<file path="src/rtl/ts_framer_pkg.sv">
package ts_framer_pkg;
  localparam int TS_W    = 64;
  localparam int SHORT_W = 27;
  localparam int TAG_W   = 2;
  localparam int DATA_W  = 32;

  typedef struct packed {
    logic              is_ts;
    logic              last;
    logic [TAG_W-1:0]  tag;
    logic [DATA_W-1:0] data;
    logic [TS_W-1:0]   ts;
  } word_t;
endpackage

</file>
<file path="src/rtl/ts_slice_timer.sv">
module ts_slice_timer #(
  parameter int TS_W  = 64,
  parameter int LEN_W = 27
) (
  input  logic             clk_i,
  input  logic             rst_ni,
  input  logic             start_i,
  input  logic             run_i,
  input  logic             tick_i,
  input  logic [LEN_W-1:0] len_i,
  output logic [TS_W-1:0]  ts_o,
  output logic             bnd_o,
  output logic [TS_W-1:0]  bnd_ts_o
);
  logic [TS_W-1:0]  ts_q;
  logic [LEN_W-1:0] sc_q;
  logic [LEN_W-1:0] len_eff;
  logic [LEN_W:0]   sc_inc;

  assign len_eff  = (len_i == '0) ? LEN_W'(1) : len_i;
  assign sc_inc   = {1'b0, sc_q} + (LEN_W+1)'(1);
  // >= so a length lowered mid-slice closes at once
  assign bnd_o    = run_i & tick_i & (sc_inc >= {1'b0, len_eff});
  assign bnd_ts_o = ts_q + TS_W'(1);
  assign ts_o     = ts_q;

  always_ff @(posedge clk_i or negedge rst_ni) begin
    if (!rst_ni) begin
      ts_q <= '0;
      sc_q <= '0;
    end else if (start_i) begin
      ts_q <= '0;
      sc_q <= '0;
    end else if (run_i && tick_i) begin
      ts_q <= bnd_ts_o;
      sc_q <= bnd_o ? '0 : sc_inc[LEN_W-1:0];
    end
  end
endmodule

</file>
<file path="src/rtl/ts_word_builder.sv">
module ts_word_builder
  import ts_framer_pkg::*;
#(
  parameter int ROLL_W = 16
) (
  input  logic              clk_i,
  input  logic              rst_ni,
  input  logic              start_i,
  input  logic              acc_i,
  input  logic              bnd_i,
  input  logic [ROLL_W-1:0] roll_i,
  input  logic [TAG_W-1:0]  tag_i,
  input  logic [DATA_W-1:0] data_i,
  input  logic [TS_W-1:0]   ts_i,
  input  logic [TS_W-1:0]   bnd_ts_i,
  output word_t             pay_o,
  output word_t             tsw_o
);
  localparam int PAD_W = TS_W - SHORT_W;

  logic [ROLL_W-1:0] wc_q;
  logic [ROLL_W:0]   wc_inc;
  logic              roll_hit;

  assign wc_inc   = {1'b0, wc_q} + (ROLL_W+1)'(1);
  assign roll_hit = (roll_i != '0) && (wc_inc >= {1'b0, roll_i});

  always_comb begin
    pay_o       = '0;
    pay_o.last  = roll_hit;
    pay_o.tag   = tag_i;
    pay_o.data  = data_i;
    pay_o.ts    = {{PAD_W{1'b0}}, ts_i[SHORT_W-1:0]};
    tsw_o       = '0;
    tsw_o.is_ts = 1'b1;
    tsw_o.last  = 1'b1;
    tsw_o.ts    = bnd_ts_i;
  end

  always_ff @(posedge clk_i or negedge rst_ni) begin
    if (!rst_ni)               wc_q <= '0;
    else if (start_i || bnd_i) wc_q <= '0;
    else if (acc_i)            wc_q <= roll_hit ? '0 : wc_inc[ROLL_W-1:0];
  end
endmodule

</file>
<file path="src/rtl/ts_skid_fifo.sv">
module ts_skid_fifo
  import ts_framer_pkg::*;
#(
  parameter int DEPTH = 4
) (
  input  logic                     clk_i,
  input  logic                     rst_ni,
  input  logic                     we0_i,
  input  word_t                    d0_i,
  input  logic                     we1_i,
  input  word_t                    d1_i,
  output logic [$clog2(DEPTH):0]   free_o,
  output logic                     out_valid_o,
  input  logic                     out_ready_i,
  output word_t                    out_o
);
  localparam int AW = $clog2(DEPTH);

  word_t         mem [DEPTH];
  logic [AW-1:0] wr_q, rd_q, wr_nx;
  logic [AW:0]   cnt_q;
  logic          pop;
  logic [AW:0]   n_push;

  assign wr_nx       = wr_q + AW'(1);
  assign out_valid_o = (cnt_q != '0);
  assign out_o       = mem[rd_q];
  assign pop         = out_valid_o & out_ready_i;
  assign free_o      = (AW+1)'(DEPTH) - cnt_q;
  assign n_push      = (AW+1)'(we0_i) + (AW+1)'(we1_i);

  always_ff @(posedge clk_i) begin
    if (we0_i) mem[wr_q]  <= d0_i;
    if (we1_i) mem[wr_nx] <= d1_i;
  end

  always_ff @(posedge clk_i or negedge rst_ni) begin
    if (!rst_ni) begin
      wr_q  <= '0;
      rd_q  <= '0;
      cnt_q <= '0;
    end else begin
      wr_q  <= wr_q + AW'(n_push);
      if (pop) rd_q <= rd_q + AW'(1);
      cnt_q <= cnt_q + n_push - (AW+1)'(pop);
    end
  end
endmodule

</file>
<file path="src/rtl/ts_framer.sv">
module ts_framer
  import ts_framer_pkg::*;
#(
  parameter int DEPTH  = 4,
  parameter int LEN_W  = SHORT_W,
  parameter int ROLL_W = 16
) (
  input  logic              clk_i,
  input  logic              rst_ni,
  input  logic              run_en_i,
  input  logic              tick_i,
  input  logic [LEN_W-1:0]  slice_len_i,
  input  logic [ROLL_W-1:0] roll_words_i,
  input  logic              req_valid_i,
  input  logic [TAG_W-1:0]  req_tag_i,
  input  logic [DATA_W-1:0] req_data_i,
  output logic              req_ready_o,
  output logic              out_valid_o,
  input  logic              out_ready_i,
  output logic              out_is_ts_o,
  output logic              out_last_o,
  output logic [TAG_W-1:0]  out_tag_o,
  output logic [DATA_W-1:0] out_data_o,
  output logic [TS_W-1:0]   out_ts_o
);
  localparam int AW = $clog2(DEPTH);
  localparam logic [AW:0] ONE = (AW+1)'(1);
  localparam logic [AW:0] TWO = (AW+1)'(2);

  logic            run_q, start, run_act, acc;
  logic [TS_W-1:0] ts_now, bnd_ts;
  logic            bnd;
  word_t           pay_w, ts_w, hold_q, c0, c1, head;
  logic            hold_v_q, c0_v, c1_v, we0, we1;
  logic [AW:0]     free;

  assign start   = run_en_i & ~run_q;
  assign run_act = run_en_i & run_q;

  always_ff @(posedge clk_i or negedge rst_ni) begin
    if (!rst_ni) run_q <= 1'b0;
    else         run_q <= run_en_i;
  end

  ts_slice_timer #(.TS_W(TS_W), .LEN_W(LEN_W)) u_timer (
    .clk_i    (clk_i),
    .rst_ni   (rst_ni),
    .start_i  (start),
    .run_i    (run_act),
    .tick_i   (tick_i),
    .len_i    (slice_len_i),
    .ts_o     (ts_now),
    .bnd_o    (bnd),
    .bnd_ts_o (bnd_ts)
  );

  // one slot stays free so a closing word can always follow a payload word
  assign req_ready_o = run_act & ~hold_v_q & (free >= TWO);
  assign acc         = req_valid_i & req_ready_o;

  ts_word_builder #(.ROLL_W(ROLL_W)) u_build (
    .clk_i    (clk_i),
    .rst_ni   (rst_ni),
    .start_i  (start),
    .acc_i    (acc),
    .bnd_i    (bnd),
    .roll_i   (roll_words_i),
    .tag_i    (req_tag_i),
    .data_i   (req_data_i),
    .ts_i     (ts_now),
    .bnd_ts_i (bnd_ts),
    .pay_o    (pay_w),
    .tsw_o    (ts_w)
  );

  // write order: spilled word or payload first, closing word second
  always_comb begin
    c0   = ts_w;
    c0_v = bnd;
    c1   = ts_w;
    c1_v = 1'b0;
    if (hold_v_q) begin
      c0   = hold_q;
      c0_v = 1'b1;
      c1_v = bnd;
    end else if (acc) begin
      c0   = pay_w;
      c0_v = 1'b1;
      c1_v = bnd;
    end
  end

  assign we0 = c0_v & (free >= ONE);
  assign we1 = c1_v & we0 & (free >= TWO);

  always_ff @(posedge clk_i or negedge rst_ni) begin
    if (!rst_ni) begin
      hold_v_q <= 1'b0;
      hold_q   <= '0;
    end else if (c1_v && !we1) begin
      hold_v_q <= 1'b1;
      hold_q   <= c1;
    end else if (c0_v && !we0 && !hold_v_q) begin
      hold_v_q <= 1'b1;
      hold_q   <= c0;
    end else if (hold_v_q && we0) begin
      hold_v_q <= 1'b0;
    end
  end

  ts_skid_fifo #(.DEPTH(DEPTH)) u_fifo (
    .clk_i       (clk_i),
    .rst_ni      (rst_ni),
    .we0_i       (we0),
    .d0_i        (c0),
    .we1_i       (we1),
    .d1_i        (c1),
    .free_o      (free),
    .out_valid_o (out_valid_o),
    .out_ready_i (out_ready_i),
    .out_o       (head)
  );

  assign out_is_ts_o = head.is_ts;
  assign out_last_o  = head.last;
  assign out_tag_o   = head.tag;
  assign out_data_o  = head.data;
  assign out_ts_o    = head.ts;
endmodule

</file>
<file path="config.mk">
export PLATFORM = sky130hd
export DESIGN_NAME = ts_framer
export DESIGN_NICKNAME = d
export VERILOG_FILES = /design/src/rtl/ts_framer_pkg.sv /design/src/rtl/ts_slice_timer.sv /design/src/rtl/ts_word_builder.sv /design/src/rtl/ts_skid_fifo.sv /design/src/rtl/ts_framer.sv
export SDC_FILE = /design/constraint.sdc
export NUM_CORES = 1
export LEC_CHECK = 0
export BUFFER_PORTS_ARGS = -buffer_cell sky130_fd_sc_hd__buf_2
export CAP_MARGIN = 20
export CORE_MARGIN = 2
export CORE_UTILIZATION = 60
export CTS_CLUSTER_DIAMETER = 60
export DETAILED_ROUTE_END_ITERATION = 10
export PLACE_DENSITY = 0.79
export SLEW_MARGIN = 0
export SYNTH_ARGS = -nofsm -noshare
export SYNTH_HDL_FRONTEND = slang
export SYNTH_SLANG_ARGS = --single-unit
</file>
<file path="constraint.sdc">
create_clock -name clk_i -period 10.7 [get_ports clk_i]
set_clock_uncertainty 0.05 [all_clocks]
set_input_delay 0.535 -clock clk_i [delete_from_list [all_inputs] [get_ports clk_i]]
set_output_delay 0.535 -clock clk_i [all_outputs]
set_load 0.01 [all_outputs]
</file>
Word-level counts from Yosys, hierarchy flattened. Memories as Yosys holds them, arrays and structs flattened. Cells that the tools add are included.

Input port bits: 83. Bits in writable memories: 400. Bits in registers: 216. Word-level logic and storage cells: 82. Output and inout port bits: 102. Memories: 1.

Order comparisons: 4. Bitwise logic cells: 13. Add/sub/neg operators: 10. Reduce and logical (&&, ||, !) cells: 17. Multiplexer cells: 24.

Memory list: u_fifo.mem (depth 4, width 100, read ports 1, clocked after Yosys merged registers in 0, write ports 2, line ts_skid_fifo.sv:19) `word_t mem [DEPTH];`.

Operators by type and width (number): $mux W100 (4); $mux W64 (2); $mux W27 (4); $add A64 B1 Y64 const B (1); $mux W16 (3); $add A27 B1 Y28 const B (1); $ge A28 B27 Y1 (1); $logic_not A27 Y1 (1); $add A16 B1 Y17 const B (1); $ge A17 B16 Y1 (1); $reduce_bool A16 Y1 (1); $and A1 B1 Y1 (11); $mux W1 (11); $logic_and A1 B1 Y1 (6); $reduce_bool A2 Y1 (3); $reduce_bool A3 Y1 (2); $add A2 B1 Y2 const B (2); $add A3 B3 Y3 (1); $ge A3 B1 Y1 const B (1); $ge A3 B2 Y1 const B (1); $logic_not A1 Y1 (3); $sub A3 B1 Y3 (1); $sub A3 B3 Y3 const A (1); $add A1 B1 Y2 (1); 3 further kinds (4).

Longest topological paths before layout. Gate-level depths: netlist of the first run.

Word-level depth: 12. Mapped depth: 25.

Hierarchy. A second synthesis of the first run with hierarchy kept.

Cells, all modules: 2775. Area, all modules: 34994.8 sq um.

Modules (own cells, without submodules): ts_skid_fifo (instances 1, area each 19720.2 sq um, cells an instance 1012); ts_slice_timer (instances 1, area each 6827.8 sq um, cells an instance 823); ts_framer (instances 1, area each 5551.6 sq um, cells an instance 569); ts_word_builder (instances 1, area each 2895.3 sq um, cells an instance 371).

Least setup slack after synthesis of the first run. No wires, ideal clock.

Kind: register to register. Start: register u_timer.sc_q[2]. End: memory u_fifo.mem[2][0] in the netlist's numbering (enable). Cell stages (with the launch flop): 19. Period minus slack after synthesis: 5.591 ns. Setup time: 0.690 ns. Data required time: 9.960 ns. Path slack: 5.109 ns. Arrival: 4.851 ns. Cell sequence: dfrtp_1 and4_4 nand4_4 nor3_4 nand3_1 nor2_1 xor2_1 ha_1 a21o_1 a21oi_1 o211ai_1 a31o_4 or3_1 buf_4 a21oi_4 or3_1 buf_6 buf_2 nand2_1.

RTL lines: from (decl) (line ts_slice_timer.sv:16) `logic [LEN_W-1:0] sc_q;`; from (signal assigned) (line ts_slice_timer.sv:36) `sc_q <= bnd_o ? '0 : sc_inc[LEN_W-1:0];`; to (decl) (line ts_skid_fifo.sv:19).

==> flow_summary.json, run 1 <==
{
  "synth_ff_type": "edfxtp_1",
  "end_kind": "flop",
  "synth_edf_count": 256,
  "dp_hpwl_um": 51500,
  "yosysWarnings": 0,
  "wl_per_cell_um": 25.5,
  "clock-sinks": 616,
  "setup_viol": 0,
  "grt_pass1_wl_um": 140000,
  "path_buf_inv": 2,
  "postSynthCellCount": 2716,
  "die_w_um": 231,
  "slew_violations": 0,
  "fp.coreArea_um2": 51200,
  "cts.repair.resized": 0,
  "tritoncts": "done",
  "timing.fmax_mhz": 141,
  "synth_area_per_cell_um2": 11.4,
  "drtAntennaViolNets": 0,
  "arrival_ns": 7.36,
  "yosysSeqAreaShare_pct": 51.6,
  "hold_viol": 15,
  "cts_buffer_depth": 3,
  "ys_types": 84,
  "drt_iter0_markers": 3255,
  "num_vias": 25000,
  "period_share_pct": 66.4,
  "synth_compound_area_share_pct": 19.6,
  "rr_startpoint": "u_timer.sc_q[0]",
  "p_total_w": 0.00743,
  "crit_fanout": 61,
  "final_cell_mix": "256 x edfxtp_1, 246 x o22ai_1, 213 x dfrtp_1",
  "max_cap_violations": 0,
  "final_layout_size_suffix_gt1_share_pct": 18.0,
  "grt_overflow_total": 0,
  "cpPeakStageDelay_ns": 0.75,
  "cts-buffers-inserted": 67,
  "fin_util_pct": 67.3,
  "h-tree-depth": 3,
  "track_usage_pct": 33.3,
  "max_slew_margin_pct": 21.2,
  "grt_max_degree": 122,
  "antenna_found_initial": 1,
  "synth-simple-area-share_pct": 10.4,
  "cpLargestDelayFamily": "simple AND/OR/NAND/NOR gates",
  "min_path_type": "input pin to asynchronous set/reset pin",
  "violations": "negative hold slack",
  "diodes": 0,
  "p_per_area_nw_per_um2": 216,
  "portBuffers": 184,
  "detail_route.vias_per_cell": 7.16,
  "finalSetupTns_ns": 0,
  "die_h_um": 231,
  "clkTransAtPathRegs_ns": 0.06,
  "hold_buffers": 0,
  "initial_core_util_pct": 60.4,
  "outcome": "finished, violations left",
  "synth-xor-area-share_pct": 3.49,
  "die_area_um2": 53400,
  "required_ns": 10.96,
  "synth_top_family_by_area": "compound AO/OA/AOI/OAI gates",
  "rsz0062_at_grt": "no",
  "area_growth_pct": 11.3,
  "whs_ns": -0.0415,
  "cts-root-buf": "clkbuf_16",
  "synth.mux.area_fraction_pct": 7.93,
  "place.gp.congestion": 0.901,
  "fp-row-count": 83,
  "rr_endpoint": "u_fifo.mem[0][50]",
  "critPathSlowestCell": "buf_4",
  "syn_area_um2": 30900,
  "ys_seq_elements": 616,
  "async_flop_share_pct": 35.1,
  "route.detailed.drc": 0,
  "p_leak_nw": 13.1,
  "ir_drop_v": 0.000155,
  "r2r_slack_ns": 3.60,
  "worstMarginPinSlew_ns": 1.18,
  "cts_setup_buffers": 0,
  "synth_fp_nets": 2855,
  "first_pass_iters": 5,
  "crit_chain": "ha_1, nand2_1, nor2_1, nand3_1, nor2_1, nand3_1, xnor2_1, ha_1, a21oi_1, o211ai_1, a31o_4, or3_1, a21oi_4, buf_4, or3_4, buf_4, o22ai_1",
  "ios": 185,
  "wl_um": 89200,
  "min_period_ns": 7.10,
  "worst-setup-path-type": "flop to flop",
  "rr_worst_depth": 17,
  "final_nets": 2903,
  "layout_commonest_cell": "edfxtp_1",
  "grt_pass1_vias": 25400,
  "start_kind": "flop",
  "clk_latency_ns": 0.60,
  "synth-adder-area-share_pct": 2.29
}
## flip-flops by register name (all words and copies together) (netlist names)
name / flops
u_fifo.cnt_q: 3
u_timer.ts_o: 64
u_timer.sc_q: 27
u_fifo.rd_q: 2
hold_v_q: 1
run_q: 1
u_build.wc_q: 16
u_fifo.wr_q: 2
hold_q: 100
u_fifo.mem: 400
## per-layer routing
metal / part of all wire [%] / GRT usage (%) / vias to the layer above
met4: 3.4 / 13.8 / 0
met3: 11 / 7.80 / 261
met2: 49 / 54.8 / 1689
met5: 0 / 0 / -
li1: - / - / 10700
met1: 37 / 42.7 / 12400
## synthesized netlist by cell type (68+ instances only)
cell type	n	area, um^2
dfrtp_1	216	5410
o2bb2ai_1	103	902
a22oi_1	68	510
mux4_2	100	2250
o21ai_0	114	571
nand2_1	161	604
dfxtp_1	144	2880
o22ai_1	246	1540
a21oi_1	99	495
clkbuf_1	139	522
xnor2_1	69	604
edfxtp_1	256	7690
nor4_1	94	588
nor2_1	102	383
## where the power goes
group	switching [W]	internal [W]
registers	0.000271	0.00278
clock network	0.000956	0.00146
logic	0.00116	0.000793
## cells by family after synthesis
family	after synthesis
buf+inv	321
simple gates	607
compound gates	875
fa+ha+maj	56
mux	120
flops	616
xor+xnor	121
## worst register-to-register path, stage by stage (launching register included)
cell and delay [ns]:
dfrtp_1 0.50, ha_1 0.30, nand2_1 0.16, nor2_1 0.27, nand3_1 0.16, nor2_1 0.46
nand3_1 0.19, xnor2_1 0.24, ha_1 0.29, a21oi_1 0.18, o211ai_1 0.16, a31o_4 0.25
or3_1 0.57, a21oi_4 0.57, buf_4 0.67, or3_4 0.75, buf_4 0.76, o22ai_1 0.29
## worst max-delay path by stage
stage	startpoint	to	slack, ns	cells after the start
detailed placement	u_timer.sc_q[0]	u_fifo.mem[0][57]	3.67	15
finish	u_timer.sc_q[0]	u_fifo.mem[0][50]	3.60	17
global route	u_timer.sc_q[0]	u_fifo.mem[0][51]	3.37	18
floorplan	u_timer.sc_q[2]	u_fifo.mem[2][0]	5.11	18
CTS	u_timer.sc_q[0]	u_fifo.mem[0][23]	3.66	15
global placement	u_timer.sc_q[0]	u_fifo.mem[0][37]	3.93	15
## through the flow
stage	area (um^2)	cells	hold slack [ns]	worst slack, ns
global placement	32000	3368	0.389	3.93
CTS	34300	3490	0.0438	3.66
finish	34400	3497	-0.0415	3.60
global route	34400	3497	0.0360	3.37
detailed placement	32000	3368	0.396	3.67
floorplan	30900	2716	0.189	5.11
## layout make-up
type | count | area, um^2
well taps | 680 | 851
inverters | 69 | 259
clock inverters | 31 | 367
multi-input cells | 1779 | 13600
repair buffers | 231 | 1410
fillers | 3636 | 16800
clock buffers | 91 | 1930
flip-flops and latches | 616 | 16000
Note: power is estimated with default switching activity, not from simulation.
==> run 2: changes to the inputs <==
--- a/config.mk
+++ b/config.mk
@@ -8,10 +8,10 @@
 export BUFFER_PORTS_ARGS = -buffer_cell sky130_fd_sc_hd__buf_2
 export CAP_MARGIN = 20
 export CORE_MARGIN = 2
-export CORE_UTILIZATION = 60
+export CORE_UTILIZATION = 56
 export CTS_CLUSTER_DIAMETER = 60
 export DETAILED_ROUTE_END_ITERATION = 10
-export PLACE_DENSITY = 0.79
+export PLACE_DENSITY = 0.77
 export SLEW_MARGIN = 0
 export SYNTH_ARGS = -nofsm -noshare
 export SYNTH_HDL_FRONTEND = slang
==> constraint.sdc (replaced) <==
create_clock -name clk_i -period 6.5 [get_ports clk_i]
set_clock_uncertainty 0.05 [all_clocks]
set_input_delay 0.325 -clock clk_i [delete_from_list [all_inputs] [get_ports clk_i]]
set_output_delay 0.325 -clock clk_i [all_outputs]
set_load 0.01 [all_outputs]
==> flow_summary.json, run 2 (same netlist as run 1, synthesis figures left out) <==
{
  "clk_latency_ns": 0.61,
  "fin_util_pct": 62.4,
  "die_w_um": 239,
  "fp-row-count": 86,
  "cts-root-buf": "clkbuf_16",
  "grt_pass1_wl_um": 137000,
  "area_growth_pct": 10.7,
  "hold_buffers": 2,
  "setup_viol": 0,
  "fp.coreArea_um2": 54900,
  "num_vias": 24600,
  "grt_max_degree": 94,
  "wl_per_cell_um": 24.9,
  "drtAntennaViolNets": 0,
  "path_buf_inv": 1,
  "cts-buffers-inserted": 67,
  "ir_drop_v": 0.000282,
  "max_cap_violations": 0,
  "start_kind": "flop",
  "finalWorstSetupSlack_ns": 0.802,
  "worst-setup-path-type": "flop to flop",
  "rsz0062_at_grt": "no",
  "worstMarginPinSlew_ns": 1.22,
  "hold_viol": 0,
  "multi_input_area_um2": 13600,
  "grt_overflow_total": 0,
  "end_kind": "flop",
  "slew_violations": 0,
  "layout_commonest_cell": "edfxtp_1",
  "whs_ns": 0.0637,
  "ios": 185,
  "r2r_slack_ns": 0.80,
  "largest_reg_flops": 400,
  "final_layout_size_suffix_gt1_share_pct": 17.5,
  "initial_core_util_pct": 56.4,
  "track_usage_pct": 30.4,
  "fillers": 4255,
  "first_pass_iters": 6,
  "arrival_ns": 5.86,
  "pre_cts_slack_ns": 0.894,
  "p_per_area_nw_per_um2": 348,
  "finalSetupTns_ns": 0,
  "dp_hpwl_um": 51100,
  "wl_um": 87600,
  "place.gp.congestion": 0.920,
  "cpLargestDelayFamily": "simple AND/OR/NAND/NOR gates",
  "required_ns": 6.66,
  "final_cell_mix": "256 x edfxtp_1, 246 x o22ai_1, 213 x dfrtp_1",
  "p_total_w": 0.0119,
  "route.detailed.drc": 0,
  "ff_latch_area_um2": 16000,
  "grt_pass1_vias": 24900,
  "h-tree-depth": 3,
  "p_leak_nw": 13.0,
  "timing.fmax_mhz": 176,
  "die_area_um2": 57100,
  "crit_fanout": 64,
  "final_nets": 2905,
  "critPathSlowestCell": "buf_4",
  "diodes": 0,
  "drt_iter0_markers": 3036,
  "die_h_um": 239,
  "cpPeakStageDelay_ns": 0.80,
  "cts_setup_buffers": 0,
  "portBuffers": 184,
  "detail_route.vias_per_cell": 6.99,
  "crit_chain": "ha_1, nand2_1, nor2_1, nand3_1, nor2_1, nand3_1, xnor2_1, ha_1, nand4_1, o211ai_1, a31o_4, o21a_1, a21oi_4, or3_4, nand2_2, buf_4",
  "antenna_found_initial": 0,
  "min_path_type": "input pin to flop",
  "min_period_ns": 5.70,
  "outcome": "completed",
  "cts_buffer_depth": 3,
  "cts.repair.resized": 0,
  "tritoncts": "done",
  "period_share_pct": 87.7,
  "clkTransAtPathRegs_ns": 0.06,
  "max_slew_margin_pct": 18.5,
  "clock-sinks": 616,
  "regMostFlops": "u_fifo.mem"
}
-- run 2: worst paths after layout --
kind                              startpoint           endpoint  depth (start not counted)
setup / recovery             u_timer.sc_q[0]  u_fifo.mem[2][16]                         16
hold / removal                req_data_i[12]  u_fifo.mem[1][76]                          3
setup reg to reg             u_timer.sc_q[0]  u_fifo.mem[2][16]                         16
hold reg to reg            u_fifo.mem[3][71]  u_fifo.mem[3][71]                          1
max in group asynchronous             rst_ni     u_fifo.rd_q[0]                          3
min in group asynchronous             rst_ni         hold_q[87]                          2
-- run 2: stage by stage --
| step | std cells | area, um^2 |
|---|---|---|
| detailed placement | 3395 | 32000 |
| global route | 3524 | 34300 |
| finish | 3524 | 34300 |
| global placement | 3395 | 32000 |
| CTS | 3520 | 34200 |
| floorplan | 2716 | 30900 |
-- run 2: area by class of cell --
| class | instances | area share (%) |
|---|---|---|
| Clock buffer | 94 | 5.43 |
| Clock inverter | 29 | 0.752 |
| Inverter | 69 | 0.756 |
| Multi-Input combinational cell | 1779 | 39.8 |
| Sequential cell | 616 | 46.7 |
| Tap cell | 704 | 2.57 |
| Timing Repair Buffer | 233 | 4.05 |
-- run 2: power by group --
group / internal [W] / switching, W
Sequential: 0.00458 / 0.000470
Clock: 0.00213 / 0.00159
Combinational: 0.00130 / 0.00185
Total: 0.00802 / 0.00391
-- run 2: layer usage --
| layer | GRT usage (%) | up-vias | wire [um] |
|---|---|---|---|
| li1 | - | 10700 | - |
| met1 | 40.7 | 12200 | 34500 |
| met2 | 48.9 | 1472 | 41800 |
| met3 | 5.55 | 235 | 8270 |
| met4 | 13.3 | 0 | 2980 |
| met5 | 0 | - | 0 |
-- run 2: tightest hold or removal path, stage by stage --
cell	delay (ns)
buf_2	0.08
a22oi_1	0.12
o2bb2ai_1	0.15
